==> src/rtl/prg_map_pkg.sv <==
package prg_map_pkg;
  localparam int CPU_AW = 16;
  localparam int DATA_W = 8;
  localparam int NUM_WIN = 4;

  typedef enum logic [1:0] {
    LAYOUT_32K = 2'd0,
    LAYOUT_16K = 2'd1,
    LAYOUT_MIX = 2'd2,
    LAYOUT_8K  = 2'd3
  } prgLayout_e;

  typedef struct packed {
    logic               wrLayout;
    logic               wrRamBank;
    logic [NUM_WIN-1:0] wrBank;
    logic               keyOk;
    logic               busWrite;
  } prgStrobe_t;
endpackage

==> src/rtl/prg_ctrl.sv <==
module prg_ctrl
  import prg_map_pkg::*;
(
  input  logic              clk,
  input  logic              rstN,
  input  logic              cpuValid,
  input  logic              cpuWrite,
  input  logic [CPU_AW-1:0] cpuAddr,
  input  logic [DATA_W-1:0] cpuData,
  output prgStrobe_t        strobe
);
  localparam logic [CPU_AW-6:0] REG_PAGE = 11'h288;  // $5100-$511F
  localparam logic [4:0] OFS_LAYOUT = 5'h00;
  localparam logic [4:0] OFS_KEY_A  = 5'h02;
  localparam logic [4:0] OFS_KEY_B  = 5'h03;
  localparam logic [4:0] OFS_RAMBK  = 5'h13;
  localparam logic [4:0] OFS_BANK0  = 5'h14;

  logic       regHit;
  logic [4:0] ofs;
  logic [1:0] keyA, keyB;

  assign regHit = cpuValid && cpuWrite && (cpuAddr[CPU_AW-1:5] == REG_PAGE);
  assign ofs    = cpuAddr[4:0];

  always_ff @(posedge clk) begin
    if (!rstN) begin
      keyA <= '0;
      keyB <= '0;
    end else if (regHit) begin
      if (ofs == OFS_KEY_A) keyA <= cpuData[1:0];
      if (ofs == OFS_KEY_B) keyB <= cpuData[1:0];
    end
  end

  always_comb begin
    strobe.wrLayout  = regHit && (ofs == OFS_LAYOUT);
    strobe.wrRamBank = regHit && (ofs == OFS_RAMBK);
    strobe.keyOk     = (keyA == 2'b10) && (keyB == 2'b01);
    strobe.busWrite  = cpuValid && cpuWrite;
  end

  for (genvar w = 0; w < NUM_WIN; w++) begin : g_bankStb
    assign strobe.wrBank[w] = regHit && (ofs == OFS_BANK0 + 5'(w));
  end
endmodule

==> src/rtl/prg_datapath.sv <==
module prg_datapath
  import prg_map_pkg::*;
#(
  parameter int ROM_AW     = 20,
  parameter int RAM_CHIPS  = 2,
  parameter int RAM_PAGE_W = 2
) (
  input  logic                         clk,
  input  logic                         rstN,
  input  prgStrobe_t                   strobe,
  input  logic [CPU_AW-1:0]            cpuAddr,
  input  logic [DATA_W-1:0]            cpuData,
  output logic [ROM_AW-1:0]            romAddr,
  output logic                         romCe,
  output logic [RAM_PAGE_W+12:0]       ramAddr,
  output logic [RAM_CHIPS-1:0]         ramCs,
  output logic                         ramWe
);
  localparam int WIN_AW = 13;
  localparam int BANK_W = ROM_AW - WIN_AW;
  localparam int CHIP_W = (RAM_CHIPS > 1) ? $clog2(RAM_CHIPS) : 1;
  localparam int RSEL_W = RAM_PAGE_W + CHIP_W;

  prgLayout_e        layout;
  logic [DATA_W-1:0] bankReg [NUM_WIN];
  logic [RSEL_W-1:0] ramBankReg;

  always_ff @(posedge clk) begin
    if (!rstN) begin
      layout     <= LAYOUT_8K;
      ramBankReg <= '0;
    end else begin
      if (strobe.wrLayout)  layout     <= prgLayout_e'(cpuData[1:0]);
      if (strobe.wrRamBank) ramBankReg <= cpuData[RSEL_W-1:0];
    end
  end

  for (genvar w = 0; w < NUM_WIN; w++) begin : g_bank
    always_ff @(posedge clk) begin
      if (!rstN)                bankReg[w] <= '1;
      else if (strobe.wrBank[w]) bankReg[w] <= cpuData;
    end
  end

  logic              inLow, inHigh, isRom, ramSel;
  logic [1:0]        winSel;
  logic [1:0]        span;   // 0: 8K, 1: 16K, 2: 32K
  logic [DATA_W-1:0] bankVal;
  logic [BANK_W-1:0] effBank;
  logic [RSEL_W-1:0] ramSelBits;
  logic [CHIP_W-1:0] chipIdx;

  assign inLow  = (cpuAddr[15:13] == 3'b011);
  assign inHigh = cpuAddr[15];

  always_comb begin
    winSel = 2'd3;
    span   = 2'd0;
    unique case (layout)
      LAYOUT_32K: begin winSel = 2'd3; span = 2'd2; end
      LAYOUT_16K: begin winSel = cpuAddr[14] ? 2'd3 : 2'd1; span = 2'd1; end
      LAYOUT_MIX: begin
        if (!cpuAddr[14]) begin winSel = 2'd1; span = 2'd1; end
        else begin winSel = cpuAddr[13] ? 2'd3 : 2'd2; span = 2'd0; end
      end
      LAYOUT_8K:  begin winSel = cpuAddr[14:13]; span = 2'd0; end
      default:    begin winSel = 2'd3; span = 2'd0; end
    endcase
  end

  always_comb begin
    bankVal = bankReg[winSel];
    isRom   = (winSel == 2'd3) || bankVal[DATA_W-1];
    effBank = bankVal[BANK_W-1:0];
    if (span != 2'd0) effBank[0] = cpuAddr[13];
    if (span == 2'd2) effBank[1] = cpuAddr[14];
    ramSelBits = inLow ? ramBankReg : effBank[RSEL_W-1:0];
    chipIdx    = ramSelBits[RSEL_W-1:RAM_PAGE_W];
  end

  assign romCe   = inHigh && isRom;
  assign romAddr = {effBank, cpuAddr[WIN_AW-1:0]};
  assign ramSel  = inLow || (inHigh && !isRom);
  assign ramAddr = {ramSelBits[RAM_PAGE_W-1:0], cpuAddr[WIN_AW-1:0]};
  assign ramWe   = ramSel && strobe.busWrite && strobe.keyOk &&
                   !(cpuAddr[15:13] == 3'b111);

  for (genvar c = 0; c < RAM_CHIPS; c++) begin : g_chip
    assign ramCs[c] = ramSel && (chipIdx == CHIP_W'(c));
  end
endmodule

==> src/rtl/prg_bank_mapper.sv <==
module prg_bank_mapper
  import prg_map_pkg::*;
#(
  parameter int ROM_AW     = 20,
  parameter int RAM_CHIPS  = 2,
  parameter int RAM_PAGE_W = 2
) (
  input  logic                   clk,
  input  logic                   rstN,
  input  logic                   cpuValid,
  input  logic                   cpuWrite,
  input  logic [15:0]            cpuAddr,
  input  logic [7:0]             cpuData,
  output logic [ROM_AW-1:0]      romAddr,
  output logic                   romCe,
  output logic [RAM_PAGE_W+12:0] ramAddr,
  output logic [RAM_CHIPS-1:0]   ramCs,
  output logic                   ramWe
);
  prgStrobe_t strobe;

  prg_ctrl u_ctrl (
    .clk(clk), .rstN(rstN), .cpuValid(cpuValid), .cpuWrite(cpuWrite),
    .cpuAddr(cpuAddr), .cpuData(cpuData), .strobe(strobe)
  );

  prg_datapath #(.ROM_AW(ROM_AW), .RAM_CHIPS(RAM_CHIPS), .RAM_PAGE_W(RAM_PAGE_W)) u_dp (
    .clk(clk), .rstN(rstN), .strobe(strobe), .cpuAddr(cpuAddr), .cpuData(cpuData),
    .romAddr(romAddr), .romCe(romCe), .ramAddr(ramAddr), .ramCs(ramCs), .ramWe(ramWe)
  );
endmodule

==> config.mk <==
export PLATFORM = sky130hd
export DESIGN_NAME = prg_bank_mapper
export DESIGN_NICKNAME = d
export VERILOG_FILES = /design/src/rtl/prg_map_pkg.sv /design/src/rtl/prg_ctrl.sv /design/src/rtl/prg_datapath.sv /design/src/rtl/prg_bank_mapper.sv
export SDC_FILE = /design/constraint.sdc
export NUM_CORES = 1
export LEC_CHECK = 0
export ABC_CLOCK_PERIOD_IN_PS = 3100
export BUFFER_PORTS_ARGS = -buffer_cell sky130_fd_sc_hd__buf_2
export CORE_MARGIN = 2
export CORE_UTILIZATION = 39
export CTS_CLUSTER_SIZE = 40
export DETAILED_ROUTE_END_ITERATION = 7
export MAX_ROUTING_LAYER = met4
export PLACE_DENSITY = 0.69
export SYNTH_ARGS = -nofsm -noshare
export SYNTH_HDL_FRONTEND = slang
export SYNTH_SLANG_ARGS = --single-unit
==> constraint.sdc <==
create_clock -name clk -period 3.1 [get_ports clk]
set_clock_uncertainty 0.1 [all_clocks]
set_input_delay 0.62 -clock clk [delete_from_list [all_inputs] [get_ports clk]]
set_output_delay 0.62 -clock clk [all_outputs]
set_load 0.1 [all_outputs]
==> flow_results.org, run 1 <==
** Synth
- FFs w/ async S/R, synth :: 0
- Synthesized Nets :: 266
- Yosys mapped a number of flops with a built-in enable equal to 31.
- Yosys warning count :: 0
- Cells taking the most area after synthesis :: sky130_fd_sc_hd__edfxtp_1 39%, sky130_fd_sc_hd__buf_4 8.1%, sky130_fd_sc_hd__dfxtp_1 7.5%
- Flip-flop cell with the highest count after synthesis :: sky130_fd_sc_hd__edfxtp_1
- Flops & latches, synth :: 40
- Cell accounting for the most synthesized area :: sky130_fd_sc_hd__edfxtp_1
- Of the synthesized area, sequential elements account for 0.463.
- Synth Cell Area :: 0.00240 mm2
- Synth top area share :: 0.388
- Counting every instance in the synthesized netlist gives 238.
- Average footprint of a synthesized cell :: 10.1 um2
- Number of unique standard cell types used by synthesis :: 50

** Final layout
- In the final layout, the multi-input gates occupy approximately 0.0011 mm2.
- Compared with the post-synthesis result, the final layout area differs by 24.6%.
- After routing the design area is 0.00299 mm2.
- Once layout is complete, the cells apart from fillers number around 360.
- The sequential cells in the finished layout cover a total of roughly 0.0011 mm2.
- Layout cells sized above 1 :: 0.382
- The repair_antennas step left the layout with diodes totalling 0.
- Measured on the finished design, the core utilization comes to 0.505.
- Fillcell total :: 541
- Number of nets in the layout :: between 300 and 400

** Setup path
- On the critical path, the stage with the largest delay is an instance of sky130_fd_sc_hd__dfxtp_1.
- At the worst endpoint, the arrival time is 2240 ps.
- For the worst setup path, the data required time is 2380 ps.
- Longest individual stage delay on the worst path :: 560 ps
- Tracing the worst setup path back leads to its startpoint at u_dp.layout[1].
- Crit Path Max Fanout :: 12
- The worst register-to-register path begins at u_dp.layout[1].
- Together, buffers and inverters on the worst path number 1.
- The worst setup path is of the flip-flop to output pin kind.
- STA classifies the critical path startpoint as a flip-flop.
- Cell-by-cell trace of the critical path :: nor2b_1 -> nand3_1 -> a311o_1 -> a32oi_2 -> buf_12
- In this design, the largest share of critical-path delay is due to compound AO/OA/AOI/OAI gates.
- STA classifies the critical path endpoint as an output pin.

** Placed design
- Detailed placement finished with a half-perimeter wire length of 4070 um.
- Before CTS, the worst setup slack after placement is ~100 ps.
- During placement, the flow inserted port buffers numbering 66.
- Routability-driven placement finished with a final weighted congestion of ~0.83.
- Placed Cells incl. Taps :: 355
- The placed instances occupy a cell area of ~0.0029 mm2.

** Hold path
- The min-delay analysis places its worst path in the category flip-flop to flip-flop.
- The startpoint identified for the worst hold timing path is u_ctrl.keyA[0].

** Routing
- The routed design has 5460 um of wire.
- Using the TritonRoute via totals, the vias-per-cell ratio works out to roughly 5.2.
- Number of vias in the routed layout :: 1900
- Number of design-rule violations left by the first detailed-router iteration :: 97
- Detailed Routing Iterations Pass 1 :: 4
- Routed wire length per instance :: 15.0 um
- After detailed routing, the number of remaining DRC violations is 0.
- Antenna Nets Post-Route :: 0

** Power
- Summed over all cells, the static leakage comes to roughly 1.2 nW.
- Power density normalized to cell area :: 497 mW/mm2
- The completed layout was analyzed and its total power is 1.49 mW.
- VDD sags by at most 309 uV.

** Timing
- Highest clock rate :: 338 MHz
- Summed over all failing endpoints, the final setup total negative slack is 0 ps.
- Max Slew Vio Count :: 0
- Finish-stage setup viols :: 0
- Across all hold checks on the routed design, the worst slack comes to around 360 ps.
- Share of the clock period used by the worst path :: 0.955
- Final critical-path setup slack :: 139 ps
- Headroom to the max-slew limit came out at 0.572.
- At the pin with the least slew margin, the transition time is 638 ps.
- Setup repair after global routing left no endpoint under its margin.
- The number of hold violations in the final report is 0.
- Minimum clock period :: 2960 ps

** Clocking
- Buffers from clock root to sink, at most :: 2
- After clock tree synthesis, the clock-pin slew on the worst setup and hold paths is approximately 70 ps.
- Clock tree root buffer cell :: sky130_fd_sc_hd__clkbuf_8
- Clock latency on the worst-skew pair :: 290 ps
- H-tree lvl count :: 2
- Number of buffers added by the clock tree synthesis step :: 5
- CTS saw 40 sinks.
- After clock tree synthesis, the setup repair step added 0 buffers.
- TritonCTS built the clock tree.

** Job
- Across the run, the number of max-cap violations was 0.

** Global route
- Number of global-route vias before repair :: 1744
- In the global route stage, overall resource usage came out at 0.174.
- Entering global routing, the biggest net connects 20 pins.
- The initial antenna violation count is 0.
- After global routing the overflow that remains totals 0.
- First-pass GRT wire length :: 8450 um

** Die
- Row count :: 28
- Die ar. :: about 0.0068 mm2
- In this run the vertical extent of the chip is a little over 80 um.
- Starting utilization of the core area :: 0.405
- During I/O placement, the number of pins put on the boundary was 67.
- Die X :: 82.4 um
- The region available for standard cell placement spans 0.00592 mm2.

** Outcome
- The run finished with clean final reports.
-- worst reg2reg max path: stages, from the launching register on --
cell                      delay (ps)
sky130_fd_sc_hd__dfxtp_1         560
sky130_fd_sc_hd__nor2_1          100
sky130_fd_sc_hd__mux2i_1         130
-- path summary, 6_finish.rpt --
path / end / slack [ps] / cells after the start
min: u_ctrl.keyA[0] / 360 / 2
max: ramAddr[13] / 140 / 5
min reg2reg: u_ctrl.keyA[0] / 360 / 2
max reg2reg: u_dp.layout[1] / 2150 / 2
-- sequential cells by signal (all words and copies together), names as in the netlist --
signal           flops
u_dp.bankReg        31
u_dp.ramBankReg      3
u_ctrl.keyB          2
u_ctrl.keyA          2
u_dp.layout          2
-- cell usage after synthesis, types with 2 or more instances --
cell type / instances
sky130_fd_sc_hd__nand3_1: 2
sky130_fd_sc_hd__mux2_2: 6
sky130_fd_sc_hd__nand2_1: 43
sky130_fd_sc_hd__nor4b_4: 2
sky130_fd_sc_hd__nor2_1: 23
sky130_fd_sc_hd__o21ai_0: 10
sky130_fd_sc_hd__or3_1: 2
sky130_fd_sc_hd__nor2b_1: 4
sky130_fd_sc_hd__buf_2: 6
sky130_fd_sc_hd__and4b_1: 2
sky130_fd_sc_hd__a211oi_1: 2
sky130_fd_sc_hd__a32oi_1: 2
sky130_fd_sc_hd__clkbuf_1: 3
sky130_fd_sc_hd__a21oi_1: 8
sky130_fd_sc_hd__edfxtp_1: 31
sky130_fd_sc_hd__inv_1: 5
sky130_fd_sc_hd__nand4b_1: 3
sky130_fd_sc_hd__buf_4: 26
sky130_fd_sc_hd__mux2i_1: 10
sky130_fd_sc_hd__nand4_1: 3
sky130_fd_sc_hd__nand2b_1: 7
sky130_fd_sc_hd__nor3b_1: 2
sky130_fd_sc_hd__dfxtp_1: 9
-- power by group --
part           internal (mW)  switching [mW]
combinational          0.116           0.347
sequential             0.595         0.00702
clock                  0.238           0.182
total                  0.950           0.536
-- per-layer routing --
metal | share of wire | global-route usage | vias up
li1 | - | - | 926
met1 | 0.44 | 0.218 | 930
met2 | 0.51 | 0.286 | 40
met3 | 0.039 | 0.0304 | 4
met4 | 0.0099 | 0.0550 | 0
met5 | 0 | - | -
-- layout make-up --
| cell class | count | share of cell area |
|---|---|---|
| clock buffers | 5 | 0.0230 |
| clock inverters | 3 | 0.0142 |
| flip-flops and latches | 40 | 0.372 |
| inverters | 6 | 0.00754 |
| well taps | 75 | 0.0314 |
| repair buffers | 78 | 0.191 |
| multi-input cells | 156 | 0.361 |
-- placed cells by master, fill, tap and decap left out, types with 3 or more instances in the layout --
master	netlist	routed
sky130_fd_sc_hd__clkbuf_8	0	5
sky130_fd_sc_hd__o21ai_0	10	10
sky130_fd_sc_hd__buf_2	6	56
sky130_fd_sc_hd__nand4_1	3	3
sky130_fd_sc_hd__nand4b_1	3	3
sky130_fd_sc_hd__mux2_2	6	6
sky130_fd_sc_hd__nor2b_1	4	4
sky130_fd_sc_hd__mux2i_1	10	10
sky130_fd_sc_hd__edfxtp_1	31	31
sky130_fd_sc_hd__dfxtp_1	9	9
sky130_fd_sc_hd__inv_1	5	5
sky130_fd_sc_hd__nand2b_1	7	7
sky130_fd_sc_hd__nand2_1	43	43
sky130_fd_sc_hd__buf_4	26	12
sky130_fd_sc_hd__buf_12	0	10
sky130_fd_sc_hd__a21oi_1	8	8
sky130_fd_sc_hd__nor2_1	23	23
-- kinds of logic (layout without fill, tap and decap cells) --
kind of cell / after synthesis / count (layout) / synth area share
AOI/OAI and AO/OA: 35 / 35 / 0.0966
buffers and inverters: 42 / 92 / 0.113
DFF: 40 / 40 / 0.463
muxes: 16 / 16 / 0.0699
and+or+nand+nor: 105 / 105 / 0.257
-- repair_timing --
| action | 4_1_cts | 5_1_grt |
|---|---|---|
| hold buffers | 0 | 0 |
| endpoints found under the setup margin | 0 | 3 |
| gates resized for setup | 0 | 1 |
| endpoints found under the hold margin | 0 | 0 |
Note: power is estimated with default switching activity, not from simulation.
==> run 2: changes to the inputs <==
--- a/config.mk
+++ b/config.mk
@@ -5,14 +5,14 @@
 export SDC_FILE = /design/constraint.sdc
 export NUM_CORES = 1
 export LEC_CHECK = 0
-export ABC_CLOCK_PERIOD_IN_PS = 3100
+export ABC_CLOCK_PERIOD_IN_PS = 2600
 export BUFFER_PORTS_ARGS = -buffer_cell sky130_fd_sc_hd__buf_2
 export CORE_MARGIN = 2
 export CORE_UTILIZATION = 39
 export CTS_CLUSTER_SIZE = 40
 export DETAILED_ROUTE_END_ITERATION = 7
 export MAX_ROUTING_LAYER = met4
-export PLACE_DENSITY = 0.69
+export PLACE_DENSITY = 0.71
 export SYNTH_ARGS = -nofsm -noshare
 export SYNTH_HDL_FRONTEND = slang
 export SYNTH_SLANG_ARGS = --single-unit
==> constraint.sdc (replaced) <==
create_clock -name clk -period 2.6 [get_ports clk]
set_clock_uncertainty 0.1 [all_clocks]
set_input_delay 0.52 -clock clk [delete_from_list [all_inputs] [get_ports clk]]
set_output_delay 0.52 -clock clk [all_outputs]
set_load 0.1 [all_outputs]
==> run 2 against run 1 <==
Net effect:
- sequential cell count is the same
- via count grew 1.7%
- sequential power grew 19%
- combinational power grew 30%
- worst setup slack lost 60 ps
- highest routed layer unchanged
- wire length grew 2.1%
- critical path depth grew 2
- hold slack gained 7.6 ps
- count of clock-buffer cells in the layout grew 1
- global-route usage grew 0.079 points
- critical path type is now primary input to output pin
- cell count grew 3.6%
- clock power shrank 5.0%
==> flow_results.org, run 2 (synthesis results as in run 1) <==
** Routing
- The sum of routed wire length over all layers was 5580 um (was 5460 um).
- Antenna Nets Post-Route :: 0 (unchanged)
- Detailed Routing Iterations Pass 1 :: 4 (unchanged)
- The via count normalized by instance count was 5.14 (was 5.23).
- The violation count after the first detailed-route iteration was 78 (was 97).
- Post-detailed-route DRC marker count :: 0 (unchanged)
- Number of vias in the routed layout :: 1932 (was 1900)
- Routed wire length per instance :: 14.8 um (was 15.0 um)

** Outcome
- Outcome :: completed (unchanged)

** Die
- Row count :: 28 (unchanged)
- Number of placed I/O pins :: 67 (unchanged)
- The die span in x came to 82.4 um (unchanged).
- Starting utilization of the core area :: 0.405 (unchanged)
- Core Area :: 0.00592 mm2 (unchanged)
- The floorplan die area came to 0.00679 mm2 (unchanged).
- Die extent in y :: 82.4 um (unchanged)

** Final layout
- The net count reported at finish is 328 (was 315).
- Largest register FFs :: 31 (unchanged)
- Top register by number of flip-flops :: u_dp.bankReg (unchanged)
- Most frequent standard cell in the layout excluding fill and tap cells :: sky130_fd_sc_hd__buf_2 (unchanged)
- Syn-to-layout area delta :: 34.7% (was 24.6%)
- Registers with the most flip-flops: u_dp.bankReg x31, u_dp.ramBankReg x3 (unchanged).
- Antenna fix cells :: 0 (unchanged)
- Layout cells sized above 1 :: 0.455 (was 0.382)
- Commonest cells after routing, fill and taps aside :: 54 x sky130_fd_sc_hd__buf_2, 42 x sky130_fd_sc_hd__nand2_1, 31 x sky130_fd_sc_hd__edfxtp_1 (was 56 x sky130_fd_sc_hd__buf_2, 43 x sky130_fd_sc_hd__nand2_1, 31 x sky130_fd_sc_hd__edfxtp_1)
- Share of the core filled with cells in the final layout :: 0.545 (was 0.505)

** Placed design
- The worst-case setup slack after placement is 5.24 ps (was 103 ps).
- Count of input and output buffers :: 66 (unchanged)
- The final HPWL from detailed placement came to 4260 um (was 4070 um).
- The final weighted congestion in routability-driven placement was 0.894 (was 0.826).

** Timing
- Share of the clock period used by the worst path :: 0.969
- The worst slew margin relative to its limit was 0.673 (was 0.572).
- Minimum clock period :: 2520 ps
- The final critical-path setup slack came to 79.5 ps (was 139 ps).
- Highest clock rate :: 397 MHz
- The total setup violations reported at the end of the flow was 0 (unchanged).
- The post-route setup TNS is 0 ps (unchanged).
- The transition at the pin with the smallest max-transition slack came to 494 ps (was 638 ps).
- Unrepaired setup endpoints after global routing :: no (unchanged)
- Max Slew Vio Count :: 0 (unchanged)
- The number of hold violations in the final report was 0 (unchanged).

** Clocking
- Number of hold-repair buffers added at the cts stage :: 0 (unchanged)
- H-tree lvl count :: 2 (unchanged)
- Clock transition at the registers of the reported paths :: 80 ps (was 70 ps)
- Buffers from clock root to sink, at most :: 2 (unchanged)
- Number of buffers added by the clock tree synthesis step :: 5 (unchanged)
- CTS tree :: built (unchanged)
- Clock sink total :: 40 (unchanged)
- The clock latency on the worst-skew pair is 290 ps (about the same).
- Clock tree root buffer cell :: sky130_fd_sc_hd__clkbuf_8 (unchanged)

** Hold path
- Endpoint of the worst hold-timing path :: u_ctrl.keyB[0] (was u_ctrl.keyA[0])
- The type of the worst min-delay path is flip-flop to flip-flop (unchanged).
- Min-delay src :: u_ctrl.keyB[0] (was u_ctrl.keyA[0])
- The number of instances on the worst hold path came to 2 (unchanged).

** Global route
- The maximum number of pins on one net before global-route repair came to 14 (was 20).
- The initial antenna violation count was 0 (unchanged).
- First-pass GRT wire length :: 8690 um (was 8450 um)
- Total Routing Usage GR :: 0.175 (was 0.174)
- The number of global-route vias before repair is 1827 (was 1744).
- The global-route congestion overflow total was 0 (unchanged).

** Power
- The leakage dissipation came to 1.28 nW (was 1.18 nW).
- The worst vdd rail ir drop was 284 uV (was 309 uV).
- Power density normalized to cell area :: 532 mW/mm2 (was 497 mW/mm2)

** Setup path
- The startpoint-to-endpoint class of the critical path is primary input to output pin (was flip-flop to output pin).
- The type of origin of the critical path was a primary input (was flip-flop).
- Critical R2R Launch :: u_dp.ramBankReg[2] (was u_dp.layout[1])
- Worst R2R Setup Slack :: 1760 ps (was 2150 ps)
- Crit Path Max Fanout :: 5 (was 12)
- The end of the worst register-to-register path is u_dp.ramBankReg[2] (was u_dp.layout[1]).
- The endpoint class of the critical path was an output pin (unchanged).
- The arrival time of the worst setup path is 1900 ps (was 2240 ps).
- Required @ worst endpoint :: 1980 ps (was 2380 ps)
- The cell depth of the worst flop-to-flop path is 2 (unchanged).

** Job
- The count of maximum capacitance violations is 0 (unchanged).
[run 2: where the power goes]
part / switching, mW / total [mW] / internal [mW] / leakage [nW]
clock network: 0.211 / 0.399 / 0.188 / 0.0455
registers: 0.00848 / 0.716 / 0.708 / 0.385
logic: 0.432 / 0.602 / 0.169 / 0.845
[run 2: worst max path at each step]
stage | from | cells past startpoint | endpoint | slack (ps)
2_1_floorplan | cpuAddr[14] | 6 | ramCs[0] | -390
3_3_place_gp | cpuAddr[13] | 6 | ramAddr[14] | 30
3_5_place_dp | cpuAddr[13] | 6 | ramAddr[14] | 5
4_1_cts | u_dp.layout[0] | 5 | ramAddr[14] | 20
5_1_grt | cpuAddr[13] | 7 | ramWe | 3
6_report | cpuAddr[13] | 7 | ramWe | 80
[run 2: critical path, cell delays in order]
cell and delay, ps:
sky130_fd_sc_hd__buf_2 130, sky130_fd_sc_hd__buf_6 120, sky130_fd_sc_hd__nand4bb_4 220, sky130_fd_sc_hd__a31oi_4 220
sky130_fd_sc_hd__o31ai_4 140, sky130_fd_sc_hd__a311oi_4 320, sky130_fd_sc_hd__buf_12 210
[run 2: routing by layer]
metal  GRT usage  vias to the layer above  routed length, um  share of wire
met5           -                        -                  0              0
met4      0.0350                        0                 51         0.0091
met1       0.222                      932               2390           0.43
met3      0.0293                        5                181          0.032
met2       0.294                       39               2950           0.53
li1            -                      956                  -              -
[run 2: what timing repair did]
item                                    CTS  global route
resized for setup                         3            10
setup buffers                             0             3
endpoints found under the setup margin    4             6
pin swaps                                 0             2
[run 2: layout make-up]
cell class,instances,area [um2]
inverters,6,22.5
well taps,75,93.8
repair buffers,91,693
clock inverters,2,11.3
clock buffers,6,72.6
multi-input cells,156,1220
flip-flops and latches,40,1120
fillers,509,2690
[run 2: per-stage QoR]
step	instance area, um2	total power [mW]	instances	hold WS (ps)
4_1_cts	3150	1.72	373	374
2_1_floorplan	2560	1.19	238	330
3_3_place_gp	3060	1.32	365	340
5_1_grt	3230	1.78	376	397
6_report	3230	1.72	376	369
3_5_place_dp	3060	1.32	365	363
